## src/rtl/pc_pkg.sv

```systemverilog
package pc_pkg;
  typedef enum logic [2:0] {
    OP_INC,
    OP_PCL,
    OP_RET,
    OP_JMP,
    OP_CALL,
    OP_IRQ
  } pc_op_e;
endpackage

```

## src/rtl/pc_op_sel.sv

```systemverilog
module pc_op_sel
  import pc_pkg::*;
(
  input  logic   irq_i,
  input  logic   call_i,
  input  logic   jump_i,
  input  logic   ret_i,
  input  logic   retlw_i,
  input  logic   retfie_i,
  input  logic   pcl_we_i,
  output pc_op_e op_o,
  output logic   push_o,
  output logic   pop_o
);
  logic any_ret;
  assign any_ret = ret_i | retlw_i | retfie_i;

  always_comb begin
    if (irq_i)                 op_o = OP_IRQ;
    else if (call_i)           op_o = OP_CALL;
    else if (jump_i)           op_o = OP_JMP;
    else if (any_ret)          op_o = OP_RET;
    else if (pcl_we_i)         op_o = OP_PCL;
    else                       op_o = OP_INC;
  end

  assign push_o = (op_o == OP_IRQ) || (op_o == OP_CALL);
  assign pop_o  = (op_o == OP_RET);
endmodule

```

## src/rtl/pc_ret_stack.sv

```systemverilog
// Circular return stack; DEPTH must be a power of two so the pointer wraps naturally.
module pc_ret_stack #(
  parameter int W     = 13,
  parameter int DEPTH = 8,
  localparam int PTR_W = $clog2(DEPTH)
) (
  input  logic         clk_i,
  input  logic         rst_ni,
  input  logic         push_i,
  input  logic         pop_i,
  input  logic [W-1:0] push_d_i,
  output logic [W-1:0] top_o
);
  logic [W-1:0]     mem_q [DEPTH];
  logic [PTR_W-1:0] ptr_q;
  logic [PTR_W-1:0] rd_ptr;

  assign rd_ptr = ptr_q - PTR_W'(1);
  assign top_o  = mem_q[rd_ptr];

  always_ff @(posedge clk_i or negedge rst_ni) begin
    if (!rst_ni) begin
      ptr_q <= '0;
    end else if (push_i) begin
      ptr_q <= ptr_q + PTR_W'(1);
    end else if (pop_i) begin
      ptr_q <= rd_ptr;
    end
  end

  always_ff @(posedge clk_i or negedge rst_ni) begin
    if (!rst_ni) begin
      for (int i = 0; i < DEPTH; i++) mem_q[i] <= '0;
    end else if (push_i) begin
      mem_q[ptr_q] <= push_d_i;
    end
  end
endmodule

```

## src/rtl/pc_next.sv

```systemverilog
module pc_next
  import pc_pkg::*;
#(
  parameter int              PC_W    = 13,
  parameter int              LOW_W   = 8,
  parameter int              TGT_W   = 11,
  parameter int              LATCH_W = 5,
  parameter logic [PC_W-1:0] IRQ_VEC = 13'h0004,
  localparam int             PAGE_W  = PC_W - TGT_W
) (
  input  pc_op_e             op_i,
  input  logic [PC_W-1:0]    pc_i,
  input  logic [LATCH_W-1:0] latch_i,
  input  logic [LOW_W-1:0]   alu_res_i,
  input  logic [TGT_W-1:0]   target_i,
  input  logic [PC_W-1:0]    top_i,
  output logic [PC_W-1:0]    pc_inc_o,
  output logic [PC_W-1:0]    pc_d_o
);
  logic [PAGE_W-1:0] page;

  assign pc_inc_o = pc_i + PC_W'(1);
  assign page     = latch_i[LATCH_W-1 -: PAGE_W];

  always_comb begin
    unique case (op_i)
      OP_IRQ:          pc_d_o = IRQ_VEC;
      OP_CALL, OP_JMP: pc_d_o = {page, target_i};
      OP_RET:          pc_d_o = top_i;
      OP_PCL:          pc_d_o = {latch_i, alu_res_i};
      default:         pc_d_o = pc_inc_o;
    endcase
  end
endmodule

```

## src/rtl/pc_unit.sv

```systemverilog
module pc_unit
  import pc_pkg::*;
#(
  parameter int              PC_W    = 13,
  parameter int              LOW_W   = 8,
  parameter int              TGT_W   = 11,
  parameter int              LATCH_W = PC_W - LOW_W,
  parameter int              DEPTH   = 8,
  parameter logic [PC_W-1:0] IRQ_VEC = 13'h0004
) (
  input  logic               clk_i,
  input  logic               rst_ni,
  input  logic               latch_we_i,
  input  logic [LATCH_W-1:0] latch_d_i,
  input  logic               pcl_we_i,
  input  logic [LOW_W-1:0]   alu_res_i,
  input  logic               jump_i,
  input  logic               call_i,
  input  logic [TGT_W-1:0]   target_i,
  input  logic               irq_i,
  input  logic               ret_i,
  input  logic               retlw_i,
  input  logic               retfie_i,
  output logic [PC_W-1:0]    pc_o,
  output logic [LATCH_W-1:0] latch_o
);
  pc_op_e             op;
  logic               push, pop;
  logic [PC_W-1:0]    pc_q, pc_d, pc_inc, top;
  logic [LATCH_W-1:0] latch_q;

  pc_op_sel u_sel (
    .irq_i    (irq_i),
    .call_i   (call_i),
    .jump_i   (jump_i),
    .ret_i    (ret_i),
    .retlw_i  (retlw_i),
    .retfie_i (retfie_i),
    .pcl_we_i (pcl_we_i),
    .op_o     (op),
    .push_o   (push),
    .pop_o    (pop)
  );

  pc_ret_stack #(.W(PC_W), .DEPTH(DEPTH)) u_stack (
    .clk_i    (clk_i),
    .rst_ni   (rst_ni),
    .push_i   (push),
    .pop_i    (pop),
    .push_d_i (pc_inc),
    .top_o    (top)
  );

  pc_next #(
    .PC_W(PC_W), .LOW_W(LOW_W), .TGT_W(TGT_W), .LATCH_W(LATCH_W), .IRQ_VEC(IRQ_VEC)
  ) u_next (
    .op_i      (op),
    .pc_i      (pc_q),
    .latch_i   (latch_q),
    .alu_res_i (alu_res_i),
    .target_i  (target_i),
    .top_i     (top),
    .pc_inc_o  (pc_inc),
    .pc_d_o    (pc_d)
  );

  always_ff @(posedge clk_i or negedge rst_ni) begin
    if (!rst_ni) pc_q <= '0;
    else         pc_q <= pc_d;
  end

  always_ff @(posedge clk_i or negedge rst_ni) begin
    if (!rst_ni)         latch_q <= '0;
    else if (latch_we_i) latch_q <= latch_d_i;
  end

  assign pc_o    = pc_q;
  assign latch_o = latch_q;
endmodule

```

## config.mk

```make
export PLATFORM = sky130hd
export DESIGN_NAME = pc_unit
export DESIGN_NICKNAME = d
export VERILOG_FILES = /design/src/rtl/pc_pkg.sv /design/src/rtl/pc_op_sel.sv /design/src/rtl/pc_ret_stack.sv /design/src/rtl/pc_next.sv /design/src/rtl/pc_unit.sv
export SDC_FILE = /design/constraint.sdc
export NUM_CORES = 1
export LEC_CHECK = 0
export ABC_AREA = 1
export BUFFER_PORTS_ARGS = -buffer_cell sky130_fd_sc_hd__buf_2
export CORE_AREA = 2 2 133 135
export DETAILED_ROUTE_END_ITERATION = 8
export DIE_AREA = 0 0 135 137
export SLEW_MARGIN = 40
export SYNTH_ARGS = -nofsm -noshare
export SYNTH_HDL_FRONTEND = slang
export SYNTH_HIERARCHICAL = 1
export SYNTH_SLANG_ARGS = --single-unit
```

## constraint.sdc

```tcl
create_clock -name clk_i -period 3.45 [get_ports clk_i]
set_clock_uncertainty 0.1 [all_clocks]
set_input_delay 0.1725 -clock clk_i [delete_from_list [all_inputs] [get_ports clk_i]]
set_output_delay 0.1725 -clock clk_i [all_outputs]
set_load 0.02 [all_outputs]
```

==> summary.md, run 1 <==
| Metric | Value |
|---|---|
| Worst slew pin tran | 0.707 ns |
| Clock Latency Late Sink | 0.43 ns |
| Clock transition at the registers of the reported paths | 0.06 ns |
| CP max FO | 14 |
| Setup TNS | 0 ns |
| HPWL after detailed placement | 11100 microns |
| Buffers & Inverters on Critical Path | 3 |
| Routed len/inst | 14.5 microns |
| Port bufs | 51 |
| Initial DRC Count | 465 |
| Overall power | 7510 uW |
| Critical path's slowest cell | xnor2_2 |
| CP Launch Type | flip-flop |
| Hold_ws | 0.0442 ns |
| Yosys warnings | 6 |
| Tot GR Track Use | 20.3% |
| Commonest non-fill, non-tap cell in the layout | nand2_1 |
| Max-slew violation count | 0 |
| Leakage power | 0.00421 uW |
| Layout cells sized above 1 | 12.1% |
| Area Overhead vs Synth | 19.7% |
| Seq/Total Area, Yosys | 46.9% |
| Max-Cap Viols | 0 |
| Pre-CTS setup slack | 0.997 ns |
| TritonCTS Buffers | 17 |
| Period minus WS final | 3.08 ns |
| Worst Setup Slack, final | 0.371 ns |
| Power Density | 940 nW/um^2 |
| I/O Pins | 52 |
| Via-to-Cell Ratio | 4.74 |
| Core area | 17100 sq um |
| Placement Cell Area | 7040 sq um |
| Die area | 18500 sq um |
| CTS root buf | clkbuf_16 |
| Max clock buf depth | 2 |
| Routed vias | 5869 |
| Synth cell types | 31 |
| Congestion Overflow GR | 0 |
| Async set or reset register ratio after synthesis | 100% |
| Final #Nets | 1037 |
| Commonest cells after routing, fill and taps aside | 380 x nand2_1, 136 x inv_1, 124 x dfrtp_1, 90 x o21ai_0, 64 x nand3_1 |
| Most used DFF post-synth | dfrtp_1 |
| Clock Sinks | 125 |
| Antenna-violating nets left | 0 |
| Post-Syn Area | 6680 sq um |
| Std-Cell Rows | 48 |
| RD Place Congestion | 0.829 |
| Critical Path End Type | flip-flop |
| Register area | 3130 sq um |
| Initial core utilization | 39.1% |
| Detailed Routing Iterations Pass 1 | 5 |
| Crit path max-delay family | buffers and inverters |
| Antenna violations before repair | 0 |
| Buffer count from post-CTS setup fixing | 0 |
| Worst path required time | 3.66 ns |
| Syn Inst Count | 930 |
| Area of the multi-input gates | 2780 sq um |
| Fill cell count | 1736 |
| Avg Synthesized Cell Area | 7.18 sq um |
| Most frequent cell on the critical path | nand2_1 |
| First-pass GRT wire length | 28600 microns |
| Total wire length | 17900 microns |
| DRC | 0 |
| CP Data Arrival Time | 3.29 ns |
| Largest net degree at the start of global routing | 79 |
| Critical path type | reg2reg |
| Slowest stage delay, CP | 0.57 ns |
| Fmax | 325 MHz |
| Rel. slew slack | 52.6% |
| Worst Hold Class | in2reg |
| Status | completed |
| RSZ-0062 raised after global routing | false |
| FF+latch count, synth | 125 |
| Vias in the first global route | 5349 |
| Number of synthesized flops with an enable pin | 0 |
| Final instance area | 7990 sq um |
| Inserted Diodes | 0 |
| Die Span Y | 137 microns |
| Syn_nets | 967 |
| Max VDD drop | 0.000658 V |
| TritonCTS clock tree | yes |
| Die width | 135 microns |
| Period utilization | 89.2% |
| Final hold violations | 0 |
| Setup Viol. Count Final | 0 |
| H-tree levels | 4 |
| CP Cell Sequence | inv_2, ha_1, xnor2_2, inv_1, nand2_1, nand2_1, nand2_1, nand2_1, a21oi_1, dlygate4sd3_1, nand2_1 |
[layout make-up]
cell class,count,area share (%)
clock buffer,21,5.76
clock inverter,11,1.77
inverter,146,6.86
multi-input combinational,620,34.8
sequential,125,39.2
tap,225,3.52
timing repair buffer,90,8.16
[tightest hold or removal path, cell delays in order]
cell     delay (ns)
buf_2          0.08
nand3_1        0.06
o21ai_0        0.12
nor2_1         0.06
nand2_1        0.04
[through the flow]
stage                     util, %  cells
after floorplan                 -    930
final                        46.8   1238
after global placement       41.2   1171
after global routing         46.8   1238
after CTS                    46.8   1237
after detailed placement     41.2   1171
[Yosys cell counts (2+ instances only)]
cell / count / area [sq um]
nor2_1: 12 / 45.0
ha_1: 3 / 37.5
o21ai_0: 90 / 450
inv_1: 136 / 510
nor2_2: 6 / 37.5
a21oi_1: 11 / 55.1
clkbuf_2: 3 / 15.0
and2_1: 3 / 18.8
buf_2: 20 / 100
nand3_2: 3 / 30.0
inv_2: 10 / 37.5
a21boi_0: 2 / 15.0
nand4_1: 4 / 25.0
nor2_4: 3 / 33.8
o21ai_1: 17 / 85.1
nand3_1: 64 / 320
xor2_1: 3 / 26.3
nand3b_1: 3 / 22.5
nand2_1: 380 / 1430
buf_4: 5 / 37.5
clkbuf_1: 6 / 22.5
nand2_2: 10 / 62.6
dfrtp_1: 125 / 3130
buf_6: 4 / 45.0
[final timing paths]
kind | slack [ns] | endpoint | startpoint | depth (start not counted)
min reg2reg | 0.38 | u_stack/mem_q[94]$_DFFE_PN0P_ | u_stack/mem_q[94]$_DFFE_PN0P_ | 2
max in group asynchronous | 2.17 | u_stack/mem_q[86]$_DFFE_PN0P_ | rst_ni | 3
max reg2reg | 0.37 | pc_o[7]$_DFF_PN0_ | u_stack/ptr_q[1]$_DFFE_PN0P_ | 11
max | 0.37 | pc_o[7]$_DFF_PN0_ | u_stack/ptr_q[1]$_DFFE_PN0P_ | 11
min in group asynchronous | 0.21 | latch_o[1]$_DFFE_PN0P_ | rst_ni | 2
min | 0.04 | pc_o[2]$_DFF_PN0_ | target_i[2] | 5
[cell families after synthesis]
family,share of synthesized area [%]
XOR/XNOR,1.01
flip-flops,46.9
AO/OA/AOI/OAI,9.18
AND/OR/NAND/NOR,30.8
buffers and inverters,11.6
adder cells (fa/ha/maj),0.562
[power breakdown]
part | switching (uW) | internal, uW | total, uW
registers | 323 | 2070 | 2390
logic | 2270 | 1010 | 3280
clock network | 666 | 1170 | 1830
total | 3260 | 4250 | 7510
[registers in the layout (all words and copies together) (netlist names)]
register	cells
u_stack/mem_q	104
pc_o	13
latch_o	5
u_stack/ptr_q	3
[per-layer routing]
layer	vias up	part of all wire (%)	track usage [%]
met1	2765	47	27.4
met4	0	1.8	6.13
li1	2980	-	-
met3	20	3.8	3.85
met5	-	0	0
met2	104	48	33.2
[timing repair]
action | in CTS | in global routing
endpoints found under the hold margin | 63 | 0
gates resized for setup | 0 | 0
endpoints found under the setup margin | 0 | 0
hold buffers | 34 | 0
Note: power is estimated with default switching activity, not from simulation.
==> run 2: changes to the inputs <==
- clock period: 3.45 -> 3.7 ns (I/O delays scaled with it)
==> run 2 against run 1 <==
Net effect: first-iteration DRC count decreased by 8.0%; die area unchanged; non-clock buffer count unchanged; worst hold slack improved by 0.019 ns; clock power decreased by 3%; final cell count unchanged; setup slack improved by 0.24 ns; critical endpoint unchanged; highest routed layer unchanged.
==> summary.md, run 2 (synthesis results as in run 1) <==
| Metric | Value |
|---|---|
| Detailed Routing Iterations Pass 1 | 5 |
| Core area | 17100 sq um |
| HPWL after detailed placement | 11000 microns |
| Critical path type | reg2reg |
| Final Non-Filler Cells | 1238 |
| Die area | 18500 sq um |
| Period utilization | 83.5% |
| Clock Sinks | 125 |
| Routed len/inst | 14.4 microns |
| Initial DRC Count | 428 |
| CTS root buf | clkbuf_16 |
| Clock transition at the registers of the reported paths | 0.06 ns |
| TritonCTS Buffers | 17 |
| Fill cell count | 1710 |
| Inserted Diodes | 0 |
| Max-Cap Viols | 0 |
| Routed vias | 5862 |
| Status | completed |
| Cell total after placement | 1171 |
| Area Overhead vs Synth | 20.1% |
| Antenna violations before repair | 0 |
| Antenna-violating nets left | 0 |
| Critical Path End Type | flip-flop |
| Leakage power | 0.00422 uW |
| Overall power | 7070 uW |
| Largest net degree at the start of global routing | 69 |
| Final #Nets | 1037 |
| Period minus WS final | 3.09 ns |
| Final hold violations | 0 |
| Commonest cells after routing, fill and taps aside | 380 x nand2_1, 136 x inv_1, 124 x dfrtp_1, 90 x o21ai_0, 64 x nand3_1 |
| Setup TNS | 0 ns |
| Max VDD drop | 0.000469 V |
| Power Density | 882 nW/um^2 |
| CP Data Arrival Time | 3.30 ns |
| Via-to-Cell Ratio | 4.74 |
| Worst Hold Class | in2reg |
| Total wire length | 17900 microns |
| H-tree levels | 4 |
| RD Place Congestion | 0.838 |
| Die Span Y | 137 microns |
| Layout cells sized above 1 | 12.2% |
| Vias in the first global route | 5423 |
| Max-slew violation count | 0 |
| Post-cts resize count | 0 |
| Std-Cell Rows | 48 |
| Worst path required time | 3.91 ns |
| Fmax | 324 MHz |
| DRC | 0 |
| Die width | 135 microns |
| Clock Latency Late Sink | 0.43 ns |
| Commonest non-fill, non-tap cell in the layout | nand2_1 |
| Rel. slew slack | 51.0% |
| Tot GR Track Use | 20.4% |
| Max clock buf depth | 2 |
| I/O Pins | 52 |
| Biggest register | u_stack/mem_q |
| CP max FO | 14 |
| First-pass GRT wire length | 28700 microns |
| Setup Viol. Count Final | 0 |
| CP Launch Type | flip-flop |
| TritonCTS clock tree | yes |
| Worst slew pin tran | 0.732 ns |
| Congestion Overflow GR | 0 |
| R2r setup slk | 0.61 ns |
| Max reg flops | 104 |
| Initial core utilization | 39.1% |
| RSZ-0062 raised after global routing | false |
| Port bufs | 51 |
## run 2: area by class of cell
cell class | instances | area [sq um] | share of cell area [%]
Timing Repair Buffer | 90 | 656 | 8.18
Multi-Input combinational cell | 620 | 2780 | 34.6
Clock inverter | 12 | 168 | 2.09
Clock buffer | 20 | 457 | 5.70
Sequential cell | 125 | 3130 | 39.0
Inverter | 146 | 548 | 6.84
Tap cell | 225 | 282 | 3.51
## run 2: repair_timing
item                      4_1_cts  5_1_grt
hold buffers                   34        0
hold endpoints to repair       83        0
buffers inserted                0        0
## run 2: where the power goes
part	switching (uW)	internal [uW]	total, uW
Clock	615	1150	1770
Combinational	2130	944	3070
Sequential	303	1930	2230
Total	3040	4020	7070
## run 2: metal layers
metal  up-vias  GRT usage, %  share of wire (%)
met5         -             0                  0
met4         0          8.74                2.9
met3        33          3.74                3.8
met2       126          32.0                 47
met1      2723          27.8                 47
li1       2980             -                  -
## run 2: per-stage QoR
stage               hold slack, ns  area [sq um]  setup WS (ns)  util [%]
floorplan                   -0.211          6680           1.58         -
finish                      0.0630          8020          0.612      47.0
global route                0.0822          8020          0.435      47.0
detailed placement           0.140          7040           1.14      41.3
CTS                         0.0482          8000          0.671      46.9
global placement             0.270          7040           1.21      41.2
## run 2: critical path: stages (launching register included)
cell	delay (ns)
dfrtp_1	0.45
inv_2	0.10
ha_1	0.23
xnor2_2	0.58
inv_1	0.41
nand2_1	0.19
nand2_1	0.07
nand2_1	0.06
nand2_1	0.04
a21oi_1	0.10
dlygate4sd3_1	0.57
nand2_1	0.06
## run 2: final timing paths
check,startpoint,endpoint,cells after the start
max,u_stack/ptr_q[1]$_DFFE_PN0P_,pc_o[7]$_DFF_PN0_,11
min,target_i[2],pc_o[2]$_DFF_PN0_,5
max reg2reg,u_stack/ptr_q[1]$_DFFE_PN0P_,pc_o[7]$_DFF_PN0_,11
min reg2reg,u_stack/mem_q[48]$_DFFE_PN0P_,u_stack/mem_q[48]$_DFFE_PN0P_,2
max in group asynchronous,rst_ni,u_stack/mem_q[4]$_DFFE_PN0P_,3
min in group asynchronous,rst_ni,latch_o[4]$_DFFE_PN0P_,2
